`config.mk`:
```
export PLATFORM = sky130hd
export DESIGN_NAME = io_cmd_sequencer
export DESIGN_NICKNAME = d
export VERILOG_FILES = /design/src/rtl/io_seq_pkg.sv /design/src/rtl/io_seq_timer.sv /design/src/rtl/io_seq_result.sv /design/src/rtl/io_cmd_sequencer.sv
export SDC_FILE = /design/constraint.sdc
export NUM_CORES = 1
export LEC_CHECK = 0
export ABC_CLOCK_PERIOD_IN_PS = 5400
export BUFFER_PORTS_ARGS = -buffer_cell sky130_fd_sc_hd__buf_2
export CAP_MARGIN = 20
export CORE_MARGIN = 2
export CORE_UTILIZATION = 50
export CTS_CLUSTER_DIAMETER = 200
export DETAILED_ROUTE_END_ITERATION = 6
export PLACE_DENSITY = 0.82
export SLEW_MARGIN = 10
export SYNTH_ARGS = -nofsm -noshare
export SYNTH_HDL_FRONTEND = slang
export SYNTH_HIERARCHICAL = 1
export SYNTH_SLANG_ARGS = --single-unit
```
`constraint.sdc`:
```
create_clock -name clk -period 5.4 [get_ports clk]
set_input_delay 0.27 -clock clk [delete_from_list [all_inputs] [get_ports clk]]
set_output_delay 0.27 -clock clk [all_outputs]
set_load 0.02 [all_outputs]
```
`src/rtl/io_seq_pkg.sv`:
```
package io_seq_pkg;

  typedef enum logic [2:0] {
    ST_IDLE,
    ST_SETUP,
    ST_GATE,
    ST_STROBE,
    ST_RELEASE,
    ST_ABORT,
    ST_FINISH
  } seq_state_t;

  // Whole cycles needed to cover a span given in nanoseconds (rounded up).
  function automatic int ns_to_cycles(input int span_ns, input int period_ns);
    return (span_ns + period_ns - 1) / period_ns;
  endfunction

  function automatic int max3(input int a, input int b, input int c);
    int m;
    m = (a > b) ? a : b;
    return (m > c) ? m : c;
  endfunction

endpackage

```
`src/rtl/io_seq_timer.sv`:
```
module io_seq_timer #(
  parameter int CNT_W = 9
) (
  input  logic             clk,
  input  logic             rst_n,
  input  logic             clear_i,
  input  logic [CNT_W-1:0] limit_i,
  output logic             hit_o
);
  logic [CNT_W-1:0] cnt_q;

  always_ff @(posedge clk or negedge rst_n) begin
    if (!rst_n)                 cnt_q <= '0;
    else if (clear_i)           cnt_q <= '0;
    else if (cnt_q != '1)       cnt_q <= cnt_q + 1'b1;
  end

  assign hit_o = (cnt_q == limit_i);
endmodule

```
`src/rtl/io_seq_result.sv`:
```
module io_seq_result #(
  parameter int CC_W   = 3,
  parameter int DATA_W = 16
) (
  input  logic              clk,
  input  logic              rst_n,
  input  logic              ack_i,
  input  logic              timeout_i,
  input  logic              write_i,
  input  logic [CC_W-1:0]   cc_in_i,
  input  logic [DATA_W-1:0] data_in_i,
  output logic [CC_W-1:0]   cc_o,
  output logic [DATA_W-1:0] data_o
);
  always_ff @(posedge clk or negedge rst_n) begin
    if (!rst_n) begin
      cc_o   <= '0;
      data_o <= '0;
    end else if (ack_i) begin
      cc_o   <= cc_in_i;
      data_o <= write_i ? '0 : data_in_i;
    end else if (timeout_i) begin
      cc_o   <= '0;   // condition code 0: nobody answered
      data_o <= '0;
    end
  end
endmodule

```
`src/rtl/io_cmd_sequencer.sv`:
```
module io_cmd_sequencer
  import io_seq_pkg::*;
#(
  parameter int DEV_W              = 8,
  parameter int CMD_W              = 8,
  parameter int DATA_W             = 16,
  parameter int CC_W               = 3,
  parameter int CLK_PERIOD_NS      = 8,
  parameter int DESKEW_NS          = 200,
  parameter int RESP_LIMIT_NS      = 3000,
  parameter int TIMEOUT_MARGIN_CYC = 4,
  parameter int STROBE_CYC         = 3
) (
  input  logic                   clk,
  input  logic                   rst_n,
  input  logic                   start_i,
  input  logic                   write_i,
  input  logic [DEV_W-1:0]       dev_addr_i,
  input  logic [CMD_W-1:0]       cmd_i,
  input  logic [DATA_W-1:0]      wdata_i,
  output logic                   done_o,
  output logic [CC_W-1:0]        cc_o,
  output logic [DATA_W-1:0]      rdata_o,
  output logic [CMD_W+DEV_W-1:0] bus_addr_o,
  output logic                   bus_sel_o,
  output logic [DATA_W-1:0]      bus_wdata_o,
  output logic                   bus_wdata_oe_o,
  output logic                   gate_o,
  input  logic                   gate_ret_i,
  output logic                   strobe_o,
  input  logic [CC_W-1:0]        cc_in_i,
  input  logic [DATA_W-1:0]      rdata_in_i
);
  localparam int DESKEW_CYC  = ns_to_cycles(DESKEW_NS, CLK_PERIOD_NS);
  localparam int TIMEOUT_CYC = ns_to_cycles(RESP_LIMIT_NS, CLK_PERIOD_NS) + TIMEOUT_MARGIN_CYC;
  localparam int CNT_W       = $clog2(max3(DESKEW_CYC, TIMEOUT_CYC, STROBE_CYC) + 1);
  localparam int ADDR_W      = CMD_W + DEV_W;

  seq_state_t state_q, state_d;
  logic [CNT_W-1:0]  limit;
  logic              hit;
  logic              tmr_clear;
  logic [ADDR_W-1:0] addr_q;
  logic [DATA_W-1:0] wdata_q;
  logic              write_q;
  logic              accept;

  // Named internal events, brought out for the checker.
  logic ack_evt;
  logic timeout_evt;

  assign accept      = (state_q == ST_IDLE) && start_i;
  assign ack_evt     = (state_q == ST_GATE) && gate_ret_i;
  assign timeout_evt = (state_q == ST_GATE) && !gate_ret_i && hit;

  always_comb begin
    state_d = state_q;
    unique case (state_q)
      ST_IDLE:    if (start_i)     state_d = ST_SETUP;
      ST_SETUP:   if (hit)         state_d = ST_GATE;
      ST_GATE:    if (gate_ret_i)  state_d = ST_STROBE;
                  else if (hit)    state_d = ST_ABORT;
      ST_STROBE:  if (hit)         state_d = ST_RELEASE;
      ST_RELEASE: if (!gate_ret_i) state_d = ST_FINISH;
      ST_ABORT:                    state_d = ST_FINISH;
      ST_FINISH:                   state_d = ST_IDLE;
      default:                     state_d = ST_IDLE;
    endcase
  end

  always_comb begin
    unique case (state_q)
      ST_SETUP:  limit = CNT_W'(DESKEW_CYC - 1);
      ST_GATE:   limit = CNT_W'(TIMEOUT_CYC - 1);
      ST_STROBE: limit = CNT_W'(STROBE_CYC - 1);
      default:   limit = '0;
    endcase
  end

  assign tmr_clear = (state_d != state_q);

  always_ff @(posedge clk or negedge rst_n) begin
    if (!rst_n) begin
      state_q <= ST_IDLE;
      addr_q  <= '0;
      wdata_q <= '0;
      write_q <= 1'b0;
    end else begin
      state_q <= state_d;
      if (accept) begin
        addr_q  <= {cmd_i, dev_addr_i};
        wdata_q <= wdata_i;
        write_q <= write_i;
      end
    end
  end

  io_seq_timer #(.CNT_W(CNT_W)) u_timer (
    .clk     (clk),
    .rst_n   (rst_n),
    .clear_i (tmr_clear),
    .limit_i (limit),
    .hit_o   (hit)
  );

  io_seq_result #(.CC_W(CC_W), .DATA_W(DATA_W)) u_result (
    .clk       (clk),
    .rst_n     (rst_n),
    .ack_i     (ack_evt),
    .timeout_i (timeout_evt),
    .write_i   (write_q),
    .cc_in_i   (cc_in_i),
    .data_in_i (rdata_in_i),
    .cc_o      (cc_o),
    .data_o    (rdata_o)
  );

  assign bus_sel_o      = (state_q != ST_IDLE) && (state_q != ST_FINISH);
  assign bus_addr_o     = bus_sel_o ? addr_q : '0;
  assign bus_wdata_oe_o = bus_sel_o && write_q;
  assign bus_wdata_o    = bus_wdata_oe_o ? wdata_q : '0;
  assign gate_o         = (state_q == ST_GATE) || (state_q == ST_STROBE);
  assign strobe_o       = (state_q == ST_STROBE);
  assign done_o         = (state_q == ST_FINISH);
endmodule

```
After elaboration in Yosys (flattened, before gate mapping)
Index checks and enable logic that the tools add are counted.
- flip-flop bits (word level): 64
- bits of input ports: 56
- output and inout port bits: 56
- word-level logic and storage cells: 47
- add/subtract/negate cells: 1
- equality and inequality tests: 10
- muxes and demuxes: 17
- reductions and logical operators: 12
- operators with widths (cell ; number):
    2-to-1 mux 16 bit ; 5
    one-hot mux 9 bit (3 select lines) ; 1
    2-to-1 mux 3 bit ; 8
    2-to-1 mux 9 bit ; 2
    one-hot mux 3 bit (6 select lines) ; 1
    adder 9 x 1 -> 9 bit (second input constant) ; 1
    equality test 3 bit (second input constant) ; 3
    equality test 9 bit ; 1
    inequality test 9 bit (second input constant) ; 1
    equality test 3 x 2 -> 1 bit (second input constant) ; 2
    logical AND 1 bit ; 6
    nonzero test 2 bit ; 2
    equality test 3 x 1 -> 1 bit (second input constant) ; 1
    zero test 3 bit ; 1
    inequality test 3 bit ; 1
    inequality test 3 bit (second input constant) ; 1
    nonzero test 3 bit ; 1
    zero test 1 bit ; 1
    logical OR 1 bit ; 1

Depth between registers and ports, before layout
- depth after elaboration: 8
- gate-level depth with buffers: 11
- mapped depth without buffers: 9

Modules after synthesis
The synthesis kept the hierarchy.
- by module, submodules not included (module ; times used ; cells each ; area an instance (µm²) ; seq. area each (µm²)):
    io_cmd_sequencer ; 1 ; 140 ; 1734.2 ; 900.9
    io_seq_result ; 1 ; 43 ; 696.9 ; 475.5
    io_seq_timer ; 1 ; 57 ; 586.8 ; 225.2

Worst setup path before layout
No wires, ideal clock.
- kind: reg-to-reg
- start point: reg state_q[0]
- end point: reg u_timer.cnt_q[6]
- setup time: 0.125 ns
- arrival time: 2.478 ns
- required time: 5.275 ns
- path slack: 2.797 ns
- cell stages (with the launch flop): 11
- path buffers: 1
- period minus slack after synthesis: 2.603 ns
- cell sequence: dfrtp_1 -> or2b_1 -> nor2_1 -> xnor2_1 -> nand3_1 -> nor4_1 -> or2_2 -> o32a_1 -> clkbuf_1 -> nor2_1 -> mux2_2
- word-level cells in the longest chain between the ends: 8
- elaborated cells on any way between the ends: 18
- those cells by class: 7 x eq/ne; 9 x mux; 2 x reduce/logical
- RTL lines (item ; RTL line ; source):
    start: declaration ; io_cmd_sequencer.sv:39 ; seq_state_t state_q, state_d;
    start signal: assignment ; io_cmd_sequencer.sv:89 ; state_q <= state_d;
    equality test 3 x 2 -> 1 bit / equality test 3 x 1 -> 1 bit (equally long branches) ; io_cmd_sequencer.sv:72 ; unique case (state_q)
    one-hot mux 9 bit (3 select lines) * ; io_cmd_sequencer.sv:72 ;
    named net limit[5] ; io_cmd_sequencer.sv:40 ; logic [CNT_W-1:0] limit;
    equality test 9 bit * ; io_seq_timer.sv:18 ; assign hit_o = (cnt_q == limit_i);
    named net hit ; io_cmd_sequencer.sv:41 ; logic hit;
    2-to-1 mux 3 bit ; io_cmd_sequencer.sv:62 ; else if (hit) state_d = ST_ABORT;
    2-to-1 mux 3 bit ; io_cmd_sequencer.sv:61 ; ST_GATE: if (gate_ret_i) state_d = ST_STROBE;
    one-hot mux 3 bit (6 select lines) * ; io_cmd_sequencer.sv:58 ; unique case (state_q)
    inequality test 3 bit * ; io_cmd_sequencer.sv:80 ; assign tmr_clear = (state_d != state_q);
    named net tmr_clear ; io_cmd_sequencer.sv:42 ; logic tmr_clear;
    2-to-1 mux 9 bit / nonzero test 2 bit (equally long branches) ; n/a ;
    end signal: assignment ; io_seq_timer.sv:15 ; else if (cnt_q != '1) cnt_q <= cnt_q + 1'b1;
    end: declaration ; io_seq_timer.sv:10 ; logic [CNT_W-1:0] cnt_q;
The timed path passes the listed nets; every way through them passes the cells marked *.
A chain may end at the register's enable or synchronous reset.

Final worst setup path
Same ends and word-level chain as after synthesis.

==> impl_metrics.csv <==
group,metric,value,unit
status,status,"finished, final reports clean",
cells_and_area,mostFrequentLayoutCells,"111 x buf_2, 64 x dfrtp_1, 30 x mux2_1",
timing,slew-limit-headroom,43.53,%
worst_setup_path,worst-endpoint-arrival,3.13,ns
clocking,cts.repair.resized,0,
cells_and_area,synthToLayoutAreaGrowth,24.01,%
detailed_routing,drt_pass1_iterations,4,
power,power.clock.fraction,18.1,%
placement,gp_routability_congestion,0.7893,
timing,setup_repair_after_global_routing_missed_its_margin,"false",
clocking,htree_num_levels,3,
die,die_h,81.69,um
timing,maxSlewViolCount,0,
timing,period_needed,2.925,ns
cells_and_area,antenna-diode-count,0,
cells_and_area,number_of_standard_cells_in_the_layout_taps_in_and_fillers_out,428,
worst_setup_path,worstPathMaxFanout,10,
power,p_switching,0.8591,mW
clocking,ctsLongestPathBuffers,2,
timing,holdWs,0.1075,ns
power,share_seq_of_total_power,38.3,%
die,die_w,81.69,um
power,p_leak,1.955,nW
clocking,clock_pin_slew_reported_for_the_worst_setup_and_hold_paths_after_clock_tree_synthesis,0.06,ns
detailed_routing,postRouteAntennaNets,0,
timing,maxClockFrequency,341.9,MHz
synth,flip_flop_and_latch_count_after_synthesis,64,
worst_setup_path,max_stage_delay,0.54,ns
synth,yosys_warnings,6,
synth,synth_async_sr_flop_share,100.0,%
power,power_frac_comb,43.6,%
synth,synthFlopType,"dfrtp_1",
worst_hold_path,worstHoldPathType,"in -> async",
power,total_power,2.213,mW
worst_setup_path,critical_path.cell_chain,"or2b_1 > nor2_1 > xnor2_1 > nand3_1 > nor4_1 > or2_2 > o32a_1 > nor2_1 > mux2_2",
run,drv.max_cap_violation_count,0,
synth,synthesis.area,3018,um2
clocking,post-cts-setup-buffers,0,
grt,grt.overflow.total,0,
grt,antenna_found_initial,0,
clocking,tritoncts,"done",
power,internal_power,1.354,mW
synth,syn_area_per_cell,12.57,um2
power,power_density,591.4,nW/um2
synth,ys_seq_area_share,53.07,%
worst_setup_path,cpMostUsedCell,"nor2_1",
clocking,cts_bufs_inserted,9,
clocking,cts.root.buffer_cell,"clkbuf_8",
worst_setup_path,setup.worst_path.start_class,"register",
power,worst_ir_drop_vdd,0.2963,mV
die,fp.dieArea,6673,um2
synth,synth_top_cells_by_area,"dfrtp_1 53%, mux2_1 11%, a22o_1 5.2%",
cells_and_area,nNetsFinal,408,
die,io_pins,112,
grt,via_count_of_the_first_global_routing_pass,2015,
synth,synth_top_cell_area_share,53.07,%
die,initial_standard_cell_utilization_of_the_core,51.28,%
clocking,cts_hold_repair.buffers,0,
timing,final-setup-viol-count,0,
grt,wire_length_of_the_first_global_routing_pass,9114,um
detailed_routing,postRouteWirelength,5866,um
detailed_routing,dr_total_vias,2198,
detailed_routing,post-route-drc-count,0,
placement,placedCellCount,414,
placement,port_buffers,111,
synth,synth_top_cell_by_area,"dfrtp_1",
detailed_routing,avgRoutedWirePerCell,13.71,um
timing,finalHoldViolations,0,
cells_and_area,mostFrequentLayoutCell,"buf_2",
timing,finClkSkew,0.004105,ns
worst_setup_path,setup.worst_path.class,"reg -> reg",
worst_setup_path,critical_path.endpoint_type,"register",
clocking,clk-insertion-delay-late,0.32,ns
worst_setup_path,critical_path_required,5.61,ns
synth,post_synth_num_cell_types,45,
timing,max_slew.worst_pin.slew,0.8471,ns
timing,setup_total_negative_slack,0,ns
worst_setup_path,cp_slowest_cell,"nor4_1",
die,core-area,5886,um2
detailed_routing,detailedRoute.firstIterationViolations,77,
worst_setup_path,path_buf_inv,0,
power,netSwitchingFraction,38.82,%
detailed_routing,via_per_inst,5.136,
grt,maximum_number_of_pins_on_one_net_before_global_route_repair,65,
die,num_rows,28,
grt,gr-usage-all-layers,18.05,%
worst_setup_path,critical-path-top-delay-family,"simple AND/OR/NAND/NOR gates",
synth,syn_inst,240,
synth,synth_edf_count,0,
timing,timing.final.crit_share,54.17,%
clocking,tritoncts_num_sinks,64,
placement,post-dp-hpwl,4154,um
cells_and_area,drive_above_1_share,39.94,%
## cell usage after synthesis (2+ instances only)
master    instances
nor2b_1           5
a22o_1           18
a21oi_1           4
dfrtp_1          64
mux2_1           30
ha_1              2
mux2_2            4
nor4_1            2
o21ai_0           2
nand3_1           3
mux2i_1           2
nor2_1           11
or3_1             2
nand4b_1          2
clkbuf_1          2
and3_1           17
inv_1             2
inv_2             2
xor2_1            5
xnor2_1           8
buf_4             4
and2_1           18
buf_6             9
## logic make-up (layout without fill, tap and decap cells)
| group | count (synthesis) | in the layout | share of synthesized area [%] |
|---|---|---|---|
| fa+ha+maj | 2 | 2 | 0.8291 |
| other cells | 1 | 3 | 0.1243 |
| xor+xnor | 13 | 13 | 3.773 |
| buf+inv | 20 | 131 | 5.266 |
| mux | 36 | 36 | 13.35 |
| flops | 64 | 64 | 53.07 |
| compound gates | 32 | 32 | 8.582 |
| simple gates | 72 | 72 | 15.01 |
## layer usage
| metal | vias to the layer above | global-route usage, % | wire (um) |
|---|---|---|---|
| li1 | 1059 | - | - |
| met1 | 1039 | 24.20 | 2635 |
| met2 | 90 | 28.77 | 2656 |
| met3 | 10 | 4.066 | 494 |
| met4 | 0 | 7.000 | 80 |
| met5 | - | 0 | 0 |
## sequential cells by signal, summed over array words and instances, names as in the netlist
signal and cells:
addr_q 16, state_q 3, u_result/cc_o 3, u_result/data_o 16, u_timer/cnt_q 9, wdata_q 16
write_q 1
## stage by stage
stage / utilization [%] / worst slack (ns) / instance area (um2)
floorplan: - / 2.797 / 3025
global placement: 60.29 / 2.673 / 3548
detailed placement: 60.29 / 2.493 / 3548
CTS: 63.58 / 2.474 / 3742
global route: 63.58 / 2.216 / 3742
finish: 63.58 / 2.475 / 3742
## worst paths after layout
kind / from / end / slack (ns) / cells after the start
min in group clk: dev_addr_i[1] / addr_q[1]$_DFFE_PN0P_ / 0.15 / 2
worst max-delay path: state_q[0]$_DFF_PN0_ / u_timer/cnt_q[6]$_DFFE_PN0P_ / 2.47 / 9
worst max register to register: state_q[0]$_DFF_PN0_ / u_timer/cnt_q[6]$_DFFE_PN0P_ / 2.47 / 9
worst min register to register: addr_q[12]$_DFFE_PN0P_ / addr_q[12]$_DFFE_PN0P_ / 0.48 / 1
max in group asynchronous: rst_n / wdata_q[11]$_DFFE_PN0P_ / 4.79 / 2
worst min-delay path: rst_n / addr_q[14]$_DFFE_PN0P_ / 0.11 / 2
## cell type report
| class | count | area [um2] |
|---|---|---|
| clock buffers | 11 | 151.4 |
| clock inverters | 3 | 42.54 |
| fillers | 447 | 2143 |
| inverters | 4 | 15.01 |
| multi-input cells | 158 | 1267 |
| flip-flops and latches | 64 | 1602 |
| well taps | 75 | 93.84 |
| repair buffers | 113 | 570.5 |
## power groups by stage
stage          clock network (mW)  logic, mW  registers (mW)
4_1_cts                     0.413      0.978           0.849
5_1_grt                     0.435       1.06           0.879
3_3_place_gp                    0      0.952           0.844
3_5_place_dp                    0      0.977           0.852
6_report                    0.400      0.965           0.849
2_1_floorplan                   0      0.680           0.875
No activity file was read; power rests on OpenSTA's default activity.
